### config.mk
export PLATFORM = sky130hd
export DESIGN_NAME = awin_xlate
export DESIGN_NICKNAME = d
export VERILOG_FILES = /design/src/rtl/awin_pkg.sv /design/src/rtl/awin_regfile.sv /design/src/rtl/awin_match.sv /design/src/rtl/awin_resolve.sv /design/src/rtl/awin_xlate.sv
export SDC_FILE = /design/constraint.sdc
export NUM_CORES = 2
export LEC_CHECK = 0
export BUFFER_PORTS_ARGS = -buffer_cell sky130_fd_sc_hd__clkbuf_2
export CORE_ASPECT_RATIO = 1.2
export CORE_MARGIN = 4
export CORE_UTILIZATION = 43
export DETAILED_ROUTE_END_ITERATION = 10
export GPL_TIMING_DRIVEN = 1
export PLACE_DENSITY_LB_ADDON = 0.15
export SETUP_SLACK_MARGIN = 0.5
export SKIP_CTS_REPAIR_TIMING = 1
export SLEW_MARGIN = 20
export SYNTH_ARGS = -nofsm -noshare
export SYNTH_HDL_FRONTEND = slang
export SYNTH_HIERARCHICAL = 1
export SYNTH_SLANG_ARGS = --single-unit
export TNS_END_PERCENT = 10
### constraint.sdc
create_clock -name clk -period 6.22 [get_ports clk]
set_clock_uncertainty 0.15 [all_clocks]
set_input_delay 0.622 -clock clk [delete_from_list [all_inputs] [get_ports clk]]
set_output_delay 0.622 -clock clk [all_outputs]
set_load 0.02 [all_outputs]
### src/rtl/awin_pkg.sv
package awin_pkg;
  localparam int unsigned AWIN_DW = 32;
  localparam int unsigned AWIN_PG = 12;

  // True when a lies inside [s, s + sz pages)
  function automatic logic awin_in_window(input logic [AWIN_DW-1:0] a,
                                          input logic [AWIN_DW-1:0] s,
                                          input logic [AWIN_DW-1:0] sz);
    logic [AWIN_DW:0] diff;
    logic [AWIN_DW+AWIN_PG-1:0] lim;
    diff = {1'b0, a} - {1'b0, s};
    lim  = {sz, {AWIN_PG{1'b0}}};
    return (sz != '0) && !diff[AWIN_DW] &&
           ({{AWIN_PG{1'b0}}, diff[AWIN_DW-1:0]} < lim);
  endfunction

  // Downstream address from window base and target encoding
  function automatic logic [AWIN_DW-1:0] awin_form(input logic [AWIN_DW-1:0] a,
                                                   input logic [AWIN_DW-1:0] s,
                                                   input logic [AWIN_DW-1:0] t);
    logic [AWIN_DW-1:0] off;
    logic [AWIN_DW-1:0] base;
    off = a - s;
    if (t[0]) base = (t >> 4) << AWIN_PG;
    else      base = t;
    return base + off;
  endfunction
endpackage

### src/rtl/awin_regfile.sv
module awin_regfile
  import awin_pkg::*;
#(
  parameter int unsigned NWIN   = 6,
  parameter int unsigned REG_AW = 8
) (
  input  logic                             clk,
  input  logic                             rst_n,
  input  logic                             reg_wr,
  input  logic [REG_AW-1:0]                reg_addr,
  input  logic [AWIN_DW-1:0]               reg_wdata,
  output logic [AWIN_DW-1:0]               reg_rdata,
  output logic [NWIN-1:0][AWIN_DW-1:0]     size_o,
  output logic [NWIN-1:0][AWIN_DW-1:0]     start_o,
  output logic [NWIN-1:0][AWIN_DW-1:0]     tgt_o,
  output logic [NWIN-1:0]                  win_en_o
);
  localparam int unsigned SIZE_OFS  = 0;
  localparam int unsigned START_OFS = 4 * NWIN;
  localparam int unsigned TGT_OFS   = 8 * NWIN;

  for (genvar i = 0; i < NWIN; i++) begin : g_win
    localparam logic [REG_AW-1:0] A_SZ = REG_AW'(SIZE_OFS + 4 * i);
    localparam logic [REG_AW-1:0] A_ST = REG_AW'(START_OFS + 4 * i);
    localparam logic [REG_AW-1:0] A_TG = REG_AW'(TGT_OFS + 4 * i);

    always_ff @(posedge clk or negedge rst_n) begin
      if (!rst_n) begin
        size_o[i]  <= '0;
        start_o[i] <= '0;
        tgt_o[i]   <= '0;
      end else if (reg_wr) begin
        if (reg_addr == A_SZ) size_o[i]  <= reg_wdata;
        if (reg_addr == A_ST) start_o[i] <= reg_wdata;
        if (reg_addr == A_TG) tgt_o[i]   <= reg_wdata;
      end
    end

    assign win_en_o[i] = (size_o[i] != '0);
  end

  always_comb begin
    reg_rdata = '0;
    for (int i = 0; i < NWIN; i++) begin
      if (reg_addr == REG_AW'(SIZE_OFS + 4 * i))  reg_rdata = size_o[i];
      if (reg_addr == REG_AW'(START_OFS + 4 * i)) reg_rdata = start_o[i];
      if (reg_addr == REG_AW'(TGT_OFS + 4 * i))   reg_rdata = tgt_o[i];
    end
  end
endmodule

### src/rtl/awin_match.sv
module awin_match
  import awin_pkg::*;
#(
  parameter int unsigned NWIN = 6
) (
  input  logic [AWIN_DW-1:0]           lk_addr,
  input  logic [NWIN-1:0][AWIN_DW-1:0] size_i,
  input  logic [NWIN-1:0][AWIN_DW-1:0] start_i,
  input  logic [NWIN-1:0][AWIN_DW-1:0] tgt_i,
  output logic [NWIN-1:0]              match_o,
  output logic [NWIN-1:0][AWIN_DW-1:0] xaddr_o
);
  for (genvar i = 0; i < NWIN; i++) begin : g_cmp
    assign match_o[i] = awin_in_window(lk_addr, start_i[i], size_i[i]);
    assign xaddr_o[i] = awin_form(lk_addr, start_i[i], tgt_i[i]);
  end
endmodule

### src/rtl/awin_resolve.sv
module awin_resolve
  import awin_pkg::*;
#(
  parameter int unsigned NWIN  = 6,
  parameter int unsigned WIN_W = 3
) (
  input  logic                         clk,
  input  logic                         rst_n,
  input  logic                         lk_valid,
  input  logic [NWIN-1:0]              match_i,
  input  logic [NWIN-1:0][AWIN_DW-1:0] xaddr_i,
  output logic                         rsp_valid,
  output logic                         rsp_hit,
  output logic [WIN_W-1:0]             rsp_win,
  output logic [AWIN_DW-1:0]           rsp_addr,
  output logic                         rsp_decerr
);
  logic               any_hit;
  logic [WIN_W-1:0]   sel_win;
  logic [AWIN_DW-1:0] sel_addr;

  // scan downward so the lowest index is written last and wins
  always_comb begin
    any_hit  = 1'b0;
    sel_win  = '0;
    sel_addr = '0;
    for (int i = NWIN - 1; i >= 0; i--) begin
      if (match_i[i]) begin
        any_hit  = 1'b1;
        sel_win  = WIN_W'(i);
        sel_addr = xaddr_i[i];
      end
    end
  end

  always_ff @(posedge clk or negedge rst_n) begin
    if (!rst_n) begin
      rsp_valid  <= 1'b0;
      rsp_hit    <= 1'b0;
      rsp_win    <= '0;
      rsp_addr   <= '0;
      rsp_decerr <= 1'b0;
    end else begin
      rsp_valid  <= lk_valid;
      rsp_hit    <= lk_valid && any_hit;
      rsp_win    <= lk_valid ? sel_win : '0;
      rsp_addr   <= lk_valid ? sel_addr : '0;
      rsp_decerr <= lk_valid && !any_hit;
    end
  end
endmodule

### src/rtl/awin_xlate.sv
module awin_xlate
  import awin_pkg::*;
#(
  parameter int unsigned NWIN   = 6,
  parameter int unsigned REG_AW = 8,
  localparam int unsigned WIN_W = (NWIN > 1) ? $clog2(NWIN) : 1
) (
  input  logic               clk,
  input  logic               rst_n,
  input  logic               reg_wr,
  input  logic [REG_AW-1:0]  reg_addr,
  input  logic [31:0]        reg_wdata,
  output logic [31:0]        reg_rdata,
  input  logic               lk_valid,
  input  logic [31:0]        lk_addr,
  output logic               rsp_valid,
  output logic               rsp_hit,
  output logic [WIN_W-1:0]   rsp_win,
  output logic [31:0]        rsp_addr,
  output logic               rsp_decerr
);
  logic [NWIN-1:0][AWIN_DW-1:0] size_w;
  logic [NWIN-1:0][AWIN_DW-1:0] start_w;
  logic [NWIN-1:0][AWIN_DW-1:0] tgt_w;
  logic [NWIN-1:0][AWIN_DW-1:0] xaddr_w;
  logic [NWIN-1:0]              win_en;
  logic [NWIN-1:0]              match_vec;

  awin_regfile #(.NWIN(NWIN), .REG_AW(REG_AW)) regs_i (
    .clk(clk), .rst_n(rst_n), .reg_wr(reg_wr), .reg_addr(reg_addr),
    .reg_wdata(reg_wdata), .reg_rdata(reg_rdata),
    .size_o(size_w), .start_o(start_w), .tgt_o(tgt_w), .win_en_o(win_en)
  );

  awin_match #(.NWIN(NWIN)) match_i (
    .lk_addr(lk_addr), .size_i(size_w), .start_i(start_w), .tgt_i(tgt_w),
    .match_o(match_vec), .xaddr_o(xaddr_w)
  );

  awin_resolve #(.NWIN(NWIN), .WIN_W(WIN_W)) res_i (
    .clk(clk), .rst_n(rst_n), .lk_valid(lk_valid),
    .match_i(match_vec), .xaddr_i(xaddr_w),
    .rsp_valid(rsp_valid), .rsp_hit(rsp_hit), .rsp_win(rsp_win),
    .rsp_addr(rsp_addr), .rsp_decerr(rsp_decerr)
  );
endmodule

# [Word-level counts from Yosys, hierarchy flattened]
# Cells that the tools add are included.
[op_classes] add_sub_neg=18 magnitude_cmp=6 eq_ne=17 mux=44 n_reduce_logical=46
[ops] operator="2-to-1 mux 32 bit" n=31
[ops] operator="less-than comparator 32 x 44 -> 1 bit" n=6
[ops] operator="subtractor 32 x 32 -> 33 bit" n=6
[ops] operator="adder 32 bit" n=6
[ops] operator="nonzero test 32 bit" n=6
[ops] operator="subtractor 32 bit" n=6
[ops] operator="== test 8 x 6 -> 1 bit, second input constant" n=8
[ops] operator="AND reduction 2 bit" n=18
[ops] operator="== test 8 x 5 -> 1 bit, second input constant" n=4
[ops] operator="2-to-1 mux 3 bit" n=7
[ops] operator="== test 8 x 4 -> 1 bit, second input constant" n=2
[ops] operator="== test 8 x 7 -> 1 bit, second input constant" n=2
[ops] operator="logical AND 1 bit" n=14
[ops] operator="== test 8 x 3 -> 1 bit, second input constant" n=1
[ops] operator="zero test 8 bit" n=1
[ops] operator="zero test 1 bit" n=7
[ops] operator="2-to-1 mux 1 bit" n=6
[totals] reg_bits=614 output_inout_bits=70 elab_cells=154

# [Depth between registers and ports, before layout]
[depth] word_depth=19 ltp_mapped=31

# [By module]
# The synthesis kept the hierarchy.
[by_module_without_submodules] module="awin_regfile" instances=1 cells_per_inst=2238 area_each_um2=27372.5 seq_area_each_um2=14413.8
[by_module_without_submodules] module="awin_match" instances=1 cells_per_inst=3430 area_each_um2=25490.7 seq_area_each_um2=0.0
[by_module_without_submodules] module="awin_resolve" instances=1 cells_per_inst=317 area_each_um2=2682.6 seq_area_each_um2=950.9

# [Least setup slack after synthesis]
# OpenSTA, ideal clock, no wires.
[synth_path] path_type="input port to flip-flop" startpoint="in lk_addr[0]" endpoint="reg res_i.rsp_addr[28]" setup_ns=0.082 arrival_time_ns=5.555 slack_ns=0.433 path_stages=31 cell_sequence="inv_1 ha_1 nor2b_1 o21a_1 o21a_1 o21ai_1 a21oi_1 o211ai_1 o21bai_1 a31o_2 a21o_1 a21o_1 a21o_1 xor2_1 ha_1 a21o_1 a21o_1 a21oi_1 nor2b_1 o21ai_0 nand2b_1 a21oi_1 o2111ai_1 or4b_1 a21oi_1 o22a_1 buf_4 buf_2 nand3b_1 a221o_1 a31oi_1"
[synth_between] elab_chain_cells=11
[synth_rtl] element="from (decl)" line="awin_xlate.sv:15" rtl="input logic [31:0] lk_addr,"
[synth_rtl] element="subtractor 32 x 32 -> 33 bit *" line="awin_pkg.sv:11" rtl="diff = {1'b0, a} - {1'b0, s};"
[synth_rtl] element="parallel branches: the longest is 2 deep, another holds less-than comparator 32 x 44 -> 1 bit"
[synth_rtl] element="logical AND 1 bit *" line="awin_pkg.sv:13" rtl="return (sz != '0) && !diff[AWIN_DW] &&"
[synth_rtl] element="named net match_vec[5]" line="awin_xlate.sv:27" rtl="logic [NWIN-1:0] match_vec;"
[synth_rtl] element="2-to-1 mux 32 bit * (6 in series)" line="awin_resolve.sv:28" rtl="if (match_i[i]) begin"
[synth_rtl] element="2-to-1 mux 32 bit *" line="awin_resolve.sv:47" rtl="rsp_addr <= lk_valid ? sel_addr : '0;"
[synth_rtl] element="to (signal assigned)" line="awin_resolve.sv:47"
[synth_rtl] element="to (decl)" line="awin_resolve.sv:15" rtl="output logic [AWIN_DW-1:0] rsp_addr,"
# Mark *: on every way through the listed nets, which the timed path passes.
# A chain may end at the register's enable or synchronous reset.

# [Final worst setup path]
[layout_path] startpoint="reg regs_i/start_o[12] (netlist name)" endpoint="reg res_i.rsp_addr[0]"
[layout_between] elab_chain_cells=6
[layout_rtl] element="from (decl)" line="awin_regfile.sv:14" rtl="output logic [NWIN-1:0][AWIN_DW-1:0] start_o,"
[layout_rtl] element="from (signal, indexed assignment)" line="awin_regfile.sv:34" rtl="if (reg_addr == A_ST) start_o[i] <= reg_wdata;"
[layout_rtl] element="subtractor 32 x 32 -> 33 bit *" line="awin_pkg.sv:11"
[layout_rtl] element="parallel branches: the longest is 2 deep, another holds less-than comparator 32 x 44 -> 1 bit"
[layout_rtl] element="logical AND 1 bit *" line="awin_pkg.sv:13"
[layout_rtl] element="named net match_vec[0]" line="awin_xlate.sv:27"
[layout_rtl] element="2-to-1 mux 32 bit *" line="awin_resolve.sv:28"
[layout_rtl] element="2-to-1 mux 32 bit *" line="awin_resolve.sv:47"
# Marked as above.

==> flow_summary.ini <==
[run]
maxCapViolCount = 0

[sta]
final_hold_viol_count = 0
relSlewSlack_pct = 18.59
rsz0062_at_grt = yes
setup_viol = 0
worstMarginPinSlew_ps = 1218
maxSlewViolCount = 0
fin_crit_ps = 6096
fmax_mhz = 164.0
tns_ps = 0
min_period_over_period_pct = 98.00

[route]
ant_nets = 0
drc = 0
vias_per_cell = 6.315
dr.first_iter.drc_count = 5997
vias = 50870
wire_per_inst_um = 36.03
drt_pass1_iterations = 6
wirelength_um = 290200

[worst_setup_path]
worstRegToRegCells = 29
cp_max_fo = 8
cp_slowest_cell = dfrtp_1
crit_end = res_i/rsp_addr[0]$_DFF_PN0_
slowest_delay_ps = 560
cp_common_cell = buf_4
reg2reg_to = res_i/rsp_addr[0]$_DFF_PN0_
r2r_slack_ps = 120
cp-start-kind = register
rr_startpoint = regs_i/start_o[12]$_DFFE_PN0P_
crit_arrival_ps = 6550
startpoint = regs_i/start_o[12]$_DFFE_PN0P_
cp.required_ps = 6670
endpoint_kind = register
setup.worst_path.class = register to register

[floorplanning]
start_util_pct = 43.40
die_w_um = 334.9
core_um2 = 127000
io-pin-count = 146
die_area_um2 = 134000
die_y_um = 400.3
num_rows = 143

[grt]
use_met3_pct = 6.136
grt_util_met2_pct = 64.76
antenna_found_initial = 10
grtUsageTotal_pct = 41.60
first_global_vias = 49050
grtUsageMet1_pct = 49.63
grt_max_degree = 154
busiest_layer = met2
grt_pass1_wl_um = 390100
grt_overflow = 0

[hold_path]
hold_path.class = primary input to register

[layout]
nets = 7077
area_growth_pct = 15.62
drive_gt1_share_pct = 22.20
layout_common_cells = inv_1 (825), dfrtp_1 (605), mux2_2 (561)
instances_no_fill = 8055
design_area_um2 = 63740
layout_commonest_cell = inv_1

[cts]
clk_pin_slew_ps = 60
clk_latency_ps = 710
numCtsBuffers = 76
cts_tree = done
cts.sinks = 614
cts-root-buf = clkbuf_16
clk_path_buf_depth = 3
htreeDepth = 3

[placed_design]
port_buffers = 145
place_area_um2 = 60310
dp.cells = 7883
place_congestion = 1.067
dpl.hpwl_um = 224300

[status]
status = finished, final reports clean

[power_and_ir_drop]
power_density_nw_per_um2 = 253.6
ir_worst_vdd_mv = 0.2272
p_leak_nw = 30.30

[synthesis]
ys_warn_count = 6
syn_nets = 6673
synthCells = 5919
syn_area_um2 = 55130
synth.avg_cell_area_um2 = 9.315
==> stage by stage <==
step                      setup WS, ps  total power [mW]  hold WS (ps)  util, %
final                            124.2             16.16         274.7    50.18
after global routing            -47.73             16.75         276.2    50.17
after CTS                       -400.4             15.67        -193.3    49.57
after detailed placement        -663.0             10.72         367.2    47.47
after global placement          -516.4             10.71         359.5    47.47
after floorplan                  518.4             8.132         176.4        -
==> layer usage <==
layer | part of all wire, % | wire [µm]
met4 | 11 | 33340
met3 | 7.4 | 21580
met1 | 37 | 108500
met2 | 44 | 126800
met5 | 0.0045 | 13
==> critical path: cells and delay by family (launching register included) <==
| family | cells | cell delay (ps) |
|---|---|---|
| AND/OR/NAND/NOR | 4 | 640 |
| AO/OA/AOI/OAI | 15 | 2910 |
| adder cells (fa/ha/maj) | 2 | 480 |
| flip-flops | 1 | 560 |
| XOR/XNOR | 1 | 140 |
| buffers and inverters | 7 | 1080 |
==> sequential cells by signal (all words and copies together), names as in the netlist <==
| signal | cells |
|---|---|
| res_i/rsp_valid | 1 |
| regs_i/tgt_o | 192 |
| res_i/rsp_win | 3 |
| res_i/rsp_decerr | 1 |
| res_i/rsp_addr | 32 |
| regs_i/start_o | 192 |
| res_i/rsp_hit | 1 |
| regs_i/size_o | 192 |
==> worst min path at each step <==
stage / from / end / slack [ps] / cells after the start
after detailed placement: regs_i/tgt_o[26]$_DFFE_PN0P_ / regs_i/tgt_o[26]$_DFFE_PN0P_ / 370 / 1
after floorplan: rst_n / regs_i/size_o[0]$_DFFE_PN0P_ / 180 / 0
after global placement: regs_i/size_o[20]$_DFFE_PN0P_ / regs_i/size_o[20]$_DFFE_PN0P_ / 360 / 1
after CTS: rst_n / regs_i/tgt_o[9]$_DFFE_PN0P_ / -190 / 1
after global routing: lk_valid / res_i/rsp_valid$_DFF_PN0_ / 280 / 2
final: lk_valid / res_i/rsp_valid$_DFF_PN0_ / 270 / 2
==> final cells by class <==
| class | instances | area, µm² |
|---|---|---|
| fill | 12250 | 63290 |
| multi-input combinational | 4216 | 35900 |
| sequential | 614 | 15380 |
| timing repair buffer | 586 | 4594 |
| inverter | 829 | 3119 |
| clock buffer | 98 | 2095 |
| tap | 1667 | 2086 |
| clock inverter | 40 | 565.5 |
| antenna | 5 | 12.51 |
==> power by group <==
part	internal, mW	switching, mW	total [mW]
Clock	2.86	2.07	4.93
Combinational	2.52	4.01	6.52
Sequential	4.25	0.454	4.71
Total	9.63	6.54	16.2
Power figures use the tool's default switching activity.
